### config.mk
export PLATFORM = sky130hd
export DESIGN_NAME = sdc_cancel
export DESIGN_NICKNAME = d
export VERILOG_FILES = /design/src/rtl/sdc_pkg.sv /design/src/rtl/sdc_tap_delay.sv /design/src/rtl/sdc_diff_chain.sv /design/src/rtl/sdc_cancel.sv
export SDC_FILE = /design/constraint.sdc
export NUM_CORES = 1
export LEC_CHECK = 0
export BUFFER_PORTS_ARGS = -buffer_cell sky130_fd_sc_hd__buf_2
export CELL_PAD_IN_SITES_DETAIL_PLACEMENT = 2
export CELL_PAD_IN_SITES_GLOBAL_PLACEMENT = 2
export CORE_MARGIN = 2
export CORE_UTILIZATION = 39
export DETAILED_ROUTE_END_ITERATION = 10
export PLACE_DENSITY = 0.84
export SYNTH_ARGS = -nofsm -noshare
export SYNTH_HDL_FRONTEND = slang
export SYNTH_SLANG_ARGS = --single-unit
### constraint.sdc
create_clock -name clk -period 4.6 [get_ports clk]
set_clock_uncertainty 0.05 [all_clocks]
set_input_delay 0.69 -clock clk [delete_from_list [all_inputs] [get_ports clk]]
set_output_delay 0.69 -clock clk [all_outputs]
set_load 0.02 [all_outputs]
### src/rtl/sdc_pkg.sv
package sdc_pkg;

  // Largest output magnitude for +-1 stage values:
  // delayed front value 1, double difference up to 4, triple difference up to 8.
  function automatic int out_bound(input int c2_shift, input int c3_shift);
    return 1 + (4 << c2_shift) + (8 << c3_shift);
  endfunction

  // Signed width holding +-out_bound.
  function automatic int out_width(input int c2_shift, input int c3_shift);
    return $clog2(out_bound(c2_shift, c3_shift) + 1) + 1;
  endfunction

  typedef logic signed [1:0] pm1_t;

  function automatic pm1_t to_pm1(input logic b);
    return b ? 2'sd1 : -2'sd1;
  endfunction

endpackage

### src/rtl/sdc_tap_delay.sv
module sdc_tap_delay #(
  parameter int W     = 2,
  parameter int DEPTH = 2
) (
  input  logic                clk,
  input  logic                rst_n,
  input  logic                en,
  input  logic signed [W-1:0] d,
  output logic signed [W-1:0] q
);

  logic signed [W-1:0] tap_q [DEPTH];
  logic signed [W-1:0] tap_d [DEPTH];

  generate
    for (genvar i = 0; i < DEPTH; i++) begin : g_tap
      if (i == 0) begin : g_head
        always_comb tap_d[i] = en ? d : tap_q[i];
      end else begin : g_body
        always_comb tap_d[i] = en ? tap_q[i-1] : tap_q[i];
      end

      always_ff @(posedge clk or negedge rst_n) begin
        if (!rst_n) tap_q[i] <= '0;
        else        tap_q[i] <= tap_d[i];
      end
    end
  endgenerate

  assign q = tap_q[DEPTH-1];

endmodule

### src/rtl/sdc_diff_chain.sv
module sdc_diff_chain #(
  parameter int  W     = 2,
  parameter int  ORDER = 2,
  localparam int OW    = W + ORDER
) (
  input  logic                 clk,
  input  logic                 rst_n,
  input  logic                 en,
  input  logic signed [W-1:0]  d,
  output logic signed [OW-1:0] q
);

  // node[k] is the k-th first difference of d; prev_q[k] keeps node[k]
  // from the previous enabled sample.
  logic signed [OW-1:0] node   [ORDER+1];
  logic signed [OW-1:0] prev_q [ORDER];
  logic signed [OW-1:0] prev_d [ORDER];

  assign node[0] = OW'(d);

  generate
    for (genvar k = 0; k < ORDER; k++) begin : g_stage
      always_comb begin
        node[k+1] = node[k] - prev_q[k];
        prev_d[k] = en ? node[k] : prev_q[k];
      end

      always_ff @(posedge clk or negedge rst_n) begin
        if (!rst_n) prev_q[k] <= '0;
        else        prev_q[k] <= prev_d[k];
      end
    end
  endgenerate

  assign q = node[ORDER];

endmodule

### src/rtl/sdc_cancel.sv
module sdc_cancel
  import sdc_pkg::*;
#(
  parameter int  C2_SHIFT = 1,
  parameter int  C3_SHIFT = 2,
  localparam int OUT_W    = out_width(C2_SHIFT, C3_SHIFT)
) (
  input  logic                    clk,
  input  logic                    rst_n,
  input  logic                    smp_vld,
  input  logic                    bit_a,
  input  logic                    bit_b,
  input  logic                    bit_c,
  output logic                    word_vld,
  output logic signed [OUT_W-1:0] word_out
);

  localparam int A_DLY  = 2;
  localparam int B_ORD  = 2;
  localparam int B_DLY  = 1;
  localparam int C_ORD  = 3;
  localparam int PM_W   = 2;
  localparam int B_W    = PM_W + B_ORD;
  localparam int C_W    = PM_W + C_ORD;

  pm1_t s_a, s_b, s_c;

  always_comb begin
    s_a = to_pm1(bit_a);
    s_b = to_pm1(bit_b);
    s_c = to_pm1(bit_c);
  end

  // Front stage: pure delay.
  logic signed [PM_W-1:0] a_path;
  sdc_tap_delay #(.W(PM_W), .DEPTH(A_DLY)) u_dly_a (
    .clk(clk), .rst_n(rst_n), .en(smp_vld), .d(s_a), .q(a_path)
  );

  // Middle stage: double difference then one-sample delay.
  logic signed [B_W-1:0] b_diff, b_path;
  sdc_diff_chain #(.W(PM_W), .ORDER(B_ORD)) u_dif_b (
    .clk(clk), .rst_n(rst_n), .en(smp_vld), .d(s_b), .q(b_diff)
  );
  sdc_tap_delay #(.W(B_W), .DEPTH(B_DLY)) u_dly_b (
    .clk(clk), .rst_n(rst_n), .en(smp_vld), .d(b_diff), .q(b_path)
  );

  // Last stage: triple difference.
  logic signed [C_W-1:0] c_path;
  sdc_diff_chain #(.W(PM_W), .ORDER(C_ORD)) u_dif_c (
    .clk(clk), .rst_n(rst_n), .en(smp_vld), .d(s_c), .q(c_path)
  );

  // Weighted sum, next-state and register processes.
  logic signed [OUT_W-1:0] sum_d, word_d;
  logic                    vld_d;

  always_comb begin
    sum_d  = OUT_W'(a_path)
           + (OUT_W'(b_path) <<< C2_SHIFT)
           + (OUT_W'(c_path) <<< C3_SHIFT);
    word_d = smp_vld ? sum_d : word_out;
    vld_d  = smp_vld;
  end

  always_ff @(posedge clk or negedge rst_n) begin
    if (!rst_n) begin
      word_out <= '0;
      word_vld <= 1'b0;
    end else begin
      word_out <= word_d;
      word_vld <= vld_d;
    end
  end

endmodule

Word level (Yosys, flattened, before mapping)
Cells that the tools add are included.
{"block": "word_totals", "register_bits": 34, "latch_bits": 0, "ram_bits": 0, "mem_bits_ro": 0, "output_inout_bits": 8, "wordCells": 20, "memories": 0}
{"block": "classes", "n_addsub": 7, "mul": 0, "n_div": 0, "magnitude_cmp": 0, "eq_ne": 0, "n_shift": 0, "mux": 3, "n_bitwise": 0, "n_reduce_logical": 0}
{"cell": "$sub A5 B5 Y5", "n": 2}
{"cell": "$add A6 B7 Y7", "n": 1}
{"cell": "$add A2 B5 Y6", "n": 1}
{"cell": "$mux W2", "n": 3}
{"cell": "$sub A2 B2 Y3", "n": 2}
{"cell": "$sub A4 B4 Y4", "n": 1}

Depth between registers and ports, before layout
Gate-level depths: netlist (run 1).
{"block": "depth", "word_depth": 5, "depth_mapped": 17, "mapped_depth_nobuf": 17}

Cells and area by module
A second synthesis (run 1) with hierarchy kept.
{"block": "unflattened", "hier_cells": 170, "hier_area_um2": 1909.3}
{"module": "sdc_diff_chain (u_dif_c)", "n_inst": 1, "cells_each": 66, "area_per_inst_um2": 655.6}
{"module": "sdc_cancel", "n_inst": 1, "cells_each": 50, "area_per_inst_um2": 585.6}
{"module": "sdc_diff_chain (u_dif_b)", "n_inst": 1, "cells_each": 36, "area_per_inst_um2": 362.8}
{"module": "sdc_tap_delay (u_dly_a)", "n_inst": 1, "cells_each": 10, "area_per_inst_um2": 160.2}
{"module": "sdc_tap_delay (u_dly_b)", "n_inst": 1, "cells_each": 8, "area_per_inst_um2": 145.1}

Worst setup path after synthesis (run 1)
OpenSTA, ideal clock, no wires.
{"block": "synth_path", "path_type": "input port to flip-flop", "startpoint": "input port bit_c", "endpoint": "register word_out[6]", "setup_time_ps": 134, "arrival_time_ps": 3849, "slack_ps": 567, "stages": 16, "path_buffers": 0, "cell_sequence": "inv_1 > ha_1 > fa_1 > inv_1 > fa_1 > ha_1 > a21oi_1 > xor2_1 > fa_1 > inv_1 > ha_1 > nor2_1 > a21oi_1 > xor2_2 > xnor2_1 > a21oi_1"}
{"element": "start: declaration", "line": "sdc_cancel.sv:13", "text": "input logic bit_c,"}
{"element": "end signal: assignment", "line": "sdc_cancel.sv:72", "text": "word_out <= word_d;"}
{"element": "end: declaration", "line": "sdc_cancel.sv:15", "text": "output logic signed [OUT_W-1:0] word_out"}

==> results of run 1 <==
## report_power, final
group,leakage (nW),switching (mW),internal (mW)
clock,0.0217,0.0793,0.0617
sequential,0.317,0.0315,0.292
combinational,0.579,0.347,0.304
## path summary, 6_finish.rpt
| kind | from | end | slack (ns) |
|---|---|---|---|
| hold reg to reg | u_dly_a.q[0] | u_dly_a.q[0] | 0.46 |
| hold / removal | rst_n | u_dif_b.prev_q[1] | 0.36 |
| setup / recovery | bit_c | word_out[6] | 0.48 |
| setup reg to reg | u_dif_c.prev_q[11] | word_out[6] | 0.66 |
| min in group clk | u_dly_a.q[0] | u_dly_a.q[0] | 0.46 |
| max in group asynchronous | rst_n | word_out[4] | 3.74 |
## Yosys cell counts (all sizes together)
library cell	number
inv	35
dfrtp	27
ha	16
fa	9
mux2i	9
o21ai	9
nor2	8
a21oi	7
xnor2	7
mux2	6
nand2	6
xor2	4
nand2b	3
a21o	2
buf	2
clkbuf	2
nor2b	2
nand3	1
nor4b	1
or2	1
## metrics by stage
step                      worst slack [ns]  power, mW  util [%]  cells
after floorplan                     0.5672     0.8271         -    157
after global placement              0.3466     0.9298     43.76    216
after detailed placement            0.1557     0.9869     43.76    216
after CTS                           0.4666      1.147     44.96    220
after global routing                0.3261      1.225     44.96    220
final                               0.4831      1.116     44.96    220
## routing by layer
metal	up-vias	global-route usage, %
li1	512	-
met1	566	19.74
met2	9	33.44
met3	5	2.180
met4	0	5.882
met5	-	0
## cells by family (layout without fill, tap and decap cells)
logic type,count (synthesis),in the layout,share of synthesized area (%)
AO/OA/AOI/OAI,18,18,5.709
XOR/XNOR,11,11,6.237
adder cells (fa/ha/maj),25,25,22.84
buffers and inverters,39,52,8.941
flip-flops,27,27,40.57
multiplexers,15,15,9.466
AND/OR/NAND/NOR,22,22,6.236
## cells in the final DEF, fill, tap and decap left out, drive strengths merged
master | netlist | layout
ha | 16 | 16
xor2 | 4 | 4
o21ai | 9 | 9
clkbuf | 2 | 3
mux2 | 6 | 6
clkinvlp | 0 | 1
nor2 | 8 | 8
a21o | 2 | 2
nor4b | 1 | 1
or2 | 1 | 1
fa | 9 | 9
nand2b | 3 | 3
a21oi | 7 | 7
inv | 35 | 35
nand2 | 6 | 6
nor2b | 2 | 2
dfrtp | 27 | 27
buf | 2 | 13
mux2i | 9 | 9
nand3 | 1 | 1
xnor2 | 7 | 7
## layout make-up
cell class	count	share of cell area, %
clock inverters	1	0.4115
clock buffers	3	2.263
inverters	35	7.202
repair buffers	13	3.567
well taps	50	3.429
flip-flops and latches	27	37.04
multi-input cells	91	46.09
## registers in the layout, indices dropped and copies added (netlist names)
| register | flops |
|---|---|
| word_vld | 1 |
| u_dif_c.prev_q | 7 |
| u_dly_a.tap_q | 2 |
| word_out | 7 |
| u_dly_b.q | 4 |
| u_dif_b.prev_q | 4 |
| u_dly_a.q | 2 |
## worst max-delay path, delay by kind of cell
family / cells / cell delay [ns]
AOI/OAI and AO/OA: 3 / 0.48
xor gates and xnor gates: 3 / 0.38
adders and majority gates: 6 / 2.33
and+or+nand+nor: 1 / 0.05
buffers and inverters: 4 / 0.25
==> flow_summary.yaml, run 1 <==
layout:
  finalNetCount: 202
  multi_input_area_sq_um: 840.8
  stdcell_area_sq_um: 1824
  layout-drive-gt1-share_pct: 14.71
  num_antenna_cells: 0
  seqCellArea_sq_um: 675.6
  n_fill_cell: 432
  syn_to_final_growth_pct: 9.542
synthesis:
  avgSynthCellArea_sq_um: 10.61
  yosys_warnings: 0
  yosysSeqAreaShare_pct: 40.57
  synth_cell_types: 21
  synth_top_area_cell: "dfrtp_1"
  syn_inst: 157
  syn_nets: 188
  synth_area_leaders: "dfrtp_1 (41%), ha_1 (12%), fa_1 (11%)"
  yosys.area.top_type_share_pct: 40.57
  synth_seq_cells: 27
  netlist_area_sq_um: 1665
timing:
  finalMaxSlewViolations: 0
  whs_ns: 0.3608
  period_share_pct: 89.50
  fmax_ghz: 0.2429
  setup_viol: 0
  hold_violations: 0
  fin_tns_setup_ns: 0
  tightest_slew_ns: 0.7543
  relSlewSlack_pct: 49.71
  fin_crit_ns: 4.117
  rsz0062_at_grt: "no"
placement:
  dpl_cell_area_sq_um: 1775
  port_buffers: 13
  gp_congestion: 0.7160
  place.detailed.hpwl_um: 2827
drt:
  route.met2.wl_um: 2151
  drc_errors: 0
  firstDrtPassIters: 3
  drt-met1-wl_um: 1491
  wl_um: 3755
  met3_wirelength_um: 54
  drtAntennaViolNets: 0
  maxUsedRoutingLayer: "met4"
  wl_per_cell_um: 17.07
  vias_per_cell: 4.964
  drt_iter0_drc: 32
  vias: 1092
clocking:
  ctsHoldBuffers: 0
  post_cts_resized: 0
  clock-sinks: 27
  clkLatencyLatePin_ns: 0.28
  cts_setup_buffers: 0
  htree_num_levels: 1
  clockRootBuffer: "clkbuf_8"
  path_clk_slew_ns: 0.10
  cts_made_buffers: 3
  clockBufferDepth: 2
  cts_tree: "built"
grt:
  grt_max_degree: 38
  grt-ovfl-total: 0
  track_usage_pct: 17.46
  grt_pass1_wl_um: 6444
  grt_pass1_vias: 1311
  antenna_found_initial: 0
pwr:
  power.leakage_nw: 0.9178
  ir_worst_vdd_mv: 0.1448
  powerDensity_nw_per_um2: 611.9
worst_setup_path:
  worstPathArrival_ns: 4.20
  critical_path_class: "in -> reg"
  cp_slowest_stage_delay_ns: 0.49
  cp_slowest_cell: "fa_1"
  crit_path_end_kind: "flop"
  crit_required_ns: 4.68
  worstPathMaxFanout: 3
  r2r_cells: 16
  cp_cell_sequence: "buf_2, inv_1, ha_1, fa_1, inv_1, fa_1, ha_1, a21oi_1, xor2_1, fa_1, inv_1, ha_1, nor2_1, a21oi_1, xor2_2, xnor2_1, a21oi_1"
  startpoint_type: "input port"
floorplan:
  die_area_sq_um: 4809
  core_region_area_sq_um: 4058
  start_util_pct: 41.04
  die_x_um: 69.35
  die_h_um: 69.35
  rows: 23
  top_level_ports: 14
outcome:
  status: "finished clean"
min_path:
  hp-class: "in -> async"
flow_run:
  drv_cap: 0
Power figures use the tool's default switching activity.
==> run 2: changes to the inputs <==
CORE_MARGIN = 4   (was 2)
==> run 2 against run 1 <==
  * Combinational power down 2%
  * Cell count unchanged
  * Final area unchanged
  * Utilization unchanged
  * Count of clock-buffer cells in the layout unchanged
  * Register-to-register slack better by 0.02 ns
  * Global-route usage down 2.0 points
==> flow_summary.yaml, run 2 (synthesis results as in run 1) <==
flow_run:
  drv_cap: 0
layout:
  syn_to_final_growth_pct: 9.542
  reg_top3: "u_dif_c.prev_q: 7 flops, word_out: 7 flops"
  final_cell_mix: "inv_1 (35), dfrtp_1 (27), ha_1 (16), buf_2 (13)"
  seqCellArea_sq_um: 675.6
  final_common_cell: "inv_1"
  num_antenna_cells: 0
  finalNetCount: 202
  layout-drive-gt1-share_pct: 14.71
  final_util_pct: 44.96
  multi_input_area_sq_um: 840.8
  stdcell_area_sq_um: 1824
  n_fill_cell: 435
drt:
  maxUsedRoutingLayer: "met4"
  vias_per_cell: 4.909
  drc_errors: 0
  drt_iter0_drc: 37
  met3_wirelength_um: 57
  drtAntennaViolNets: 0
  route.met2.wl_um: 1966
  wl_per_cell_um: 15.91
  drt-met1-wl_um: 1422
  firstDrtPassIters: 3
  wl_um: 3501
  vias: 1080
floorplan:
  die_x_um: 73.35
  die_h_um: 73.35
  start_util_pct: 41.04
  rows: 23
  die_area_sq_um: 5379
  top_level_ports: 14
  core_region_area_sq_um: 4058
grt:
  track_usage_pct: 15.42
  grt_max_degree: 38
  grt-ovfl-total: 0
  antenna_found_initial: 0
  grt_pass1_vias: 1291
  grt_pass1_wl_um: 6134
worst_setup_path:
  worstPathArrival_ns: 4.17
  cp_slowest_cell: "fa_1"
  reg2reg_slack_ns: 0.68
  cp_cell_sequence: "buf_2, inv_1, ha_1, fa_1, inv_1, fa_1, ha_1, a21oi_1, xor2_1, fa_1, inv_1, ha_1, nor2_1, a21oi_1, xor2_2, xnor2_1, a21oi_1"
  cp_slowest_stage_delay_ns: 0.49
  crit_path_end_kind: "flop"
  critical_path_class: "in -> reg"
  crit_required_ns: 4.69
  worstPathMaxFanout: 3
  startpoint_type: "input port"
pwr:
  power.leakage_nw: 0.9178
  powerDensity_nw_per_um2: 608.6
  ir_worst_vdd_mv: 0.1674
clocking:
  clkLatencyLatePin_ns: 0.28
  clockBufferDepth: 2
  clock-sinks: 27
  cts_setup_buffers: 0
  clockRootBuffer: "clkbuf_8"
  cts_tree: "built"
  post_cts_resized: 0
  path_clk_slew_ns: 0.10
  cts_made_buffers: 3
  ctsHoldBuffers: 0
  htree_num_levels: 1
min_path:
  hp-class: "in -> async"
timing:
  setup_viol: 0
  fin_crit_ns: 4.082
  tightest_slew_ns: 0.7548
  relSlewSlack_pct: 49.68
  hold_violations: 0
  period_share_pct: 88.74
  fin_tns_setup_ns: 0
  finalMaxSlewViolations: 0
  rsz0062_at_grt: "no"
  whs_ns: 0.3597
  fmax_ghz: 0.2450
placement:
  gp_congestion: 0.7590
  port_buffers: 13
  place.detailed.hpwl_um: 2807
  dpl_cell_area_sq_um: 1775
outcome:
  status: "finished clean"
## run 2: cell counts in the layout (fill, tap and decap cells not counted)
Identical to the previous run, type by type.
## run 2: final cells by class
type / count / share of cell area [%]
Clock buffer: 3 / 2.263
Clock inverter: 1 / 0.4115
Inverter: 35 / 7.202
Multi-Input combinational cell: 91 / 46.09
Sequential cell: 27 / 37.04
Tap cell: 50 / 3.429
Timing Repair Buffer: 13 / 3.567
## run 2: worst paths after layout
path | end | startpoint | depth (start not counted)
max in group asynchronous | u_dif_c.prev_q[1] | rst_n | 1
min in group clk | word_out[0] | word_out[0] | 1
worst max register to register | word_out[6] | u_dif_c.prev_q[11] | 16
worst min register to register | word_out[0] | word_out[0] | 1
worst max-delay path | word_out[6] | bit_c | 17
worst min-delay path | u_dif_c.prev_q[8] | rst_n | 1
## run 2: power breakdown
group	internal [mW]	switching [mW]	total, mW
registers	0.292	0.0305	0.323
clock network	0.0618	0.0837	0.146
logic	0.302	0.340	0.642
total	0.656	0.454	1.11
## run 2: critical path: cells and delay by family
family | cells | cell delay (ns)
buffers and inverters | 4 | 0.26
AO/OA/AOI/OAI | 3 | 0.46
adder cells (fa/ha/maj) | 6 | 2.33
AND/OR/NAND/NOR | 1 | 0.05
XOR/XNOR | 3 | 0.39
## run 2: per-stage QoR
step                setup slack [ns]  power (mW)  instances
floorplan                     0.5672      0.8271        157
global placement              0.3491      0.9313        216
detailed placement            0.1783      0.9865        216
CTS                           0.4711       1.138        220
global route                  0.2593       1.237        220
finish                        0.5179       1.110        220
## run 2: metal layers
layer  GRT usage (%)  vias up
met3           2.462        4
met4           4.829        0
li1                -      514
met1           17.24      554
met5               0        -
met2           29.49        8
==> run 3: changes to the inputs <==
CORE_UTILIZATION = 35   (was 39)
PLACE_DENSITY = 0.8   (was 0.84)
SKIP_LAST_GASP = 1   (was unset)
clock period = 3.5 ns   (was 4.6 ns; I/O delays follow)
==> run 3 against run 2 <==
  * The flow now finishes with violations (setup timing)
  * Wire length rose by 18%
  * Sequential cell count did not move
  * Count of clock-buffer cells in the layout unchanged
  * Utilization down 0.52 points
  * Cell count grew 4.5%
  * Sequential share of layout area is 3.1 points lower
  * Final area rose by 9.0%
  * Critical endpoint unchanged
  * Largest power group unchanged
==> flow_summary.yaml, run 3 (synthesis results as in run 1) <==
worst_setup_path:
  worstPathArrival_ns: 3.72
  startpoint_type: "flop"
  worstPathMaxFanout: 3
  crit_required_ns: 3.60
  critical_path_class: "reg -> reg"
  crit_path_end_kind: "flop"
layout:
  syn_to_final_growth_pct: 19.38
  final_util_pct: 44.44
  stdcell_area_sq_um: 1988
  layout-drive-gt1-share_pct: 28.65
  num_antenna_cells: 0
  final_common_cell: "inv_1"
  finalNetCount: 210
  reg_top3: "u_dif_c.prev_q: 7 flops, word_out: 7 flops"
  final_cell_mix: "inv_1 (30), dfrtp_1 (27), buf_2 (13), ha_1 (11)"
drt:
  drt_iter0_drc: 15
  drtAntennaViolNets: 0
  wl_per_cell_um: 17.90
  drc_errors: 0
  vias_per_cell: 4.817
  firstDrtPassIters: 3
  wl_um: 4117
  vias: 1108
placement:
  dp_slack_ns: -0.5060
  port_buffers: 13
  place.detailed.hpwl_um: 3095
  dpl_cell_area_sq_um: 1906
  gp_congestion: 0.7762
floorplan:
  core_region_area_sq_um: 4474
  die_h_um: 76.98
  start_util_pct: 37.22
  rows: 24
  die_x_um: 76.98
  top_level_ports: 14
  die_area_sq_um: 5926
min_path:
  hp-class: "in -> async"
grt:
  track_usage_pct: 15.61
  grt_pass1_wl_um: 7162
  grt_pass1_vias: 1413
  grt_max_degree: 38
  antenna_found_initial: 0
  grt-ovfl-total: 0
clocking:
  cts_made_buffers: 3
  clockBufferDepth: 2
  clkLatencyLatePin_ns: 0.28
  htree_num_levels: 1
  cts_tree: "built"
  clockRootBuffer: "clkbuf_8"
  path_clk_slew_ns: 0.11
  clock-sinks: 27
timing:
  relSlewSlack_pct: 47.59
  tightest_slew_ns: 0.7862
  period_share_pct: 103.3
  fin_crit_ns: 3.614
  finalMaxSlewViolations: 0
  rsz0062_at_grt: "yes"
  hold_violations: 0
  setup_viol: 2
  setup_slack_ns: -0.1139
  fmax_ghz: 0.2767
outcome:
  status: "finished, violations left"
  violations: "setup timing"
pwr:
  ir_worst_vdd_mv: 0.2868
  power.leakage_nw: 0.9636
  powerDensity_nw_per_um2: 902.2
flow_run:
  drv_cap: 0
-- run 3: cell types whose count changed in the layout (fill, tap and decap cells not counted), sizes merged --
cell / before / now
buf: 13 / 21
-- run 3: what timing repair did --
item | CTS | global route
cloned | 0 | 0
setup buffers | 1 | 0
resized for setup | 6 | 3
pin swaps | 10 | 1
setup endpoints to repair | 3 | 3
hold buffers | 0 | 0
-- run 3: stage by stage --
step | hold WS [ns] | instances | total power, mW | setup TNS [ns]
2_1_floorplan | 0.1794 | 157 | 1.200 | -0.1350
3_3_place_gp | 0.4336 | 225 | 1.417 | -0.9557
3_5_place_dp | 0.4418 | 225 | 1.531 | -1.331
4_1_cts | 0.2283 | 230 | 1.771 | -0.2601
5_1_grt | 0.2528 | 230 | 1.976 | -0.5178
6_report | 0.1923 | 230 | 1.794 | -0.1760
-- run 3: final timing paths --
| check | start | endpoint | slack, ns | cells after the start |
|---|---|---|---|---|
| min in group clk | bit_b | u_dif_b.prev_q[5] | 0.37 | 2 |
| min | rst_n | u_dif_c.prev_q[1] | 0.19 | 1 |
| max | u_dif_c.prev_q[11] | word_out[6] | -0.11 | 16 |
| min reg2reg | word_out[1] | word_out[1] | 0.46 | 1 |
| max reg2reg | u_dif_c.prev_q[11] | word_out[6] | -0.11 | 16 |
| max in group asynchronous | rst_n | u_dif_b.prev_q[2] | 2.79 | 1 |
-- run 3: report_power, final --
part           switching, mW  internal, mW
clock                  0.114        0.0812
sequential            0.0402         0.384
combinational          0.570         0.605
-- run 3: area by class of cell --
cell class	count	area [sq um]
fill	467	2486
multi-input combinational	91	930.9
sequential	27	675.6
inverter	35	138.9
timing repair buffer	21	128.9
tap	52	65.06
clock buffer	3	41.29
clock inverter	1	7.507
-- run 3: worst max-delay path: stages (launching register included) --
cell and delay [ns]:
dfrtp_1 0.39, inv_2 0.08, ha_4 0.21, fa_2 0.33, inv_2 0.06, fa_2 0.46, ha_4 0.32, a21oi_2 0.06
xor2_1 0.17, fa_1 0.51, inv_2 0.05, ha_4 0.26, nor2_2 0.04, a21oi_2 0.13, xor2_2 0.15, xnor2_1 0.12
a21oi_1 0.07
-- run 3: routing by layer --
metal  vias up  GRT usage (%)  part of all wire [%]
met5         -              0                     0
met1       567          17.70                    41
met2         8          29.88                    56
li1        527              -                     -
met3         6          2.576                   1.5
met4         0          4.270                   1.2
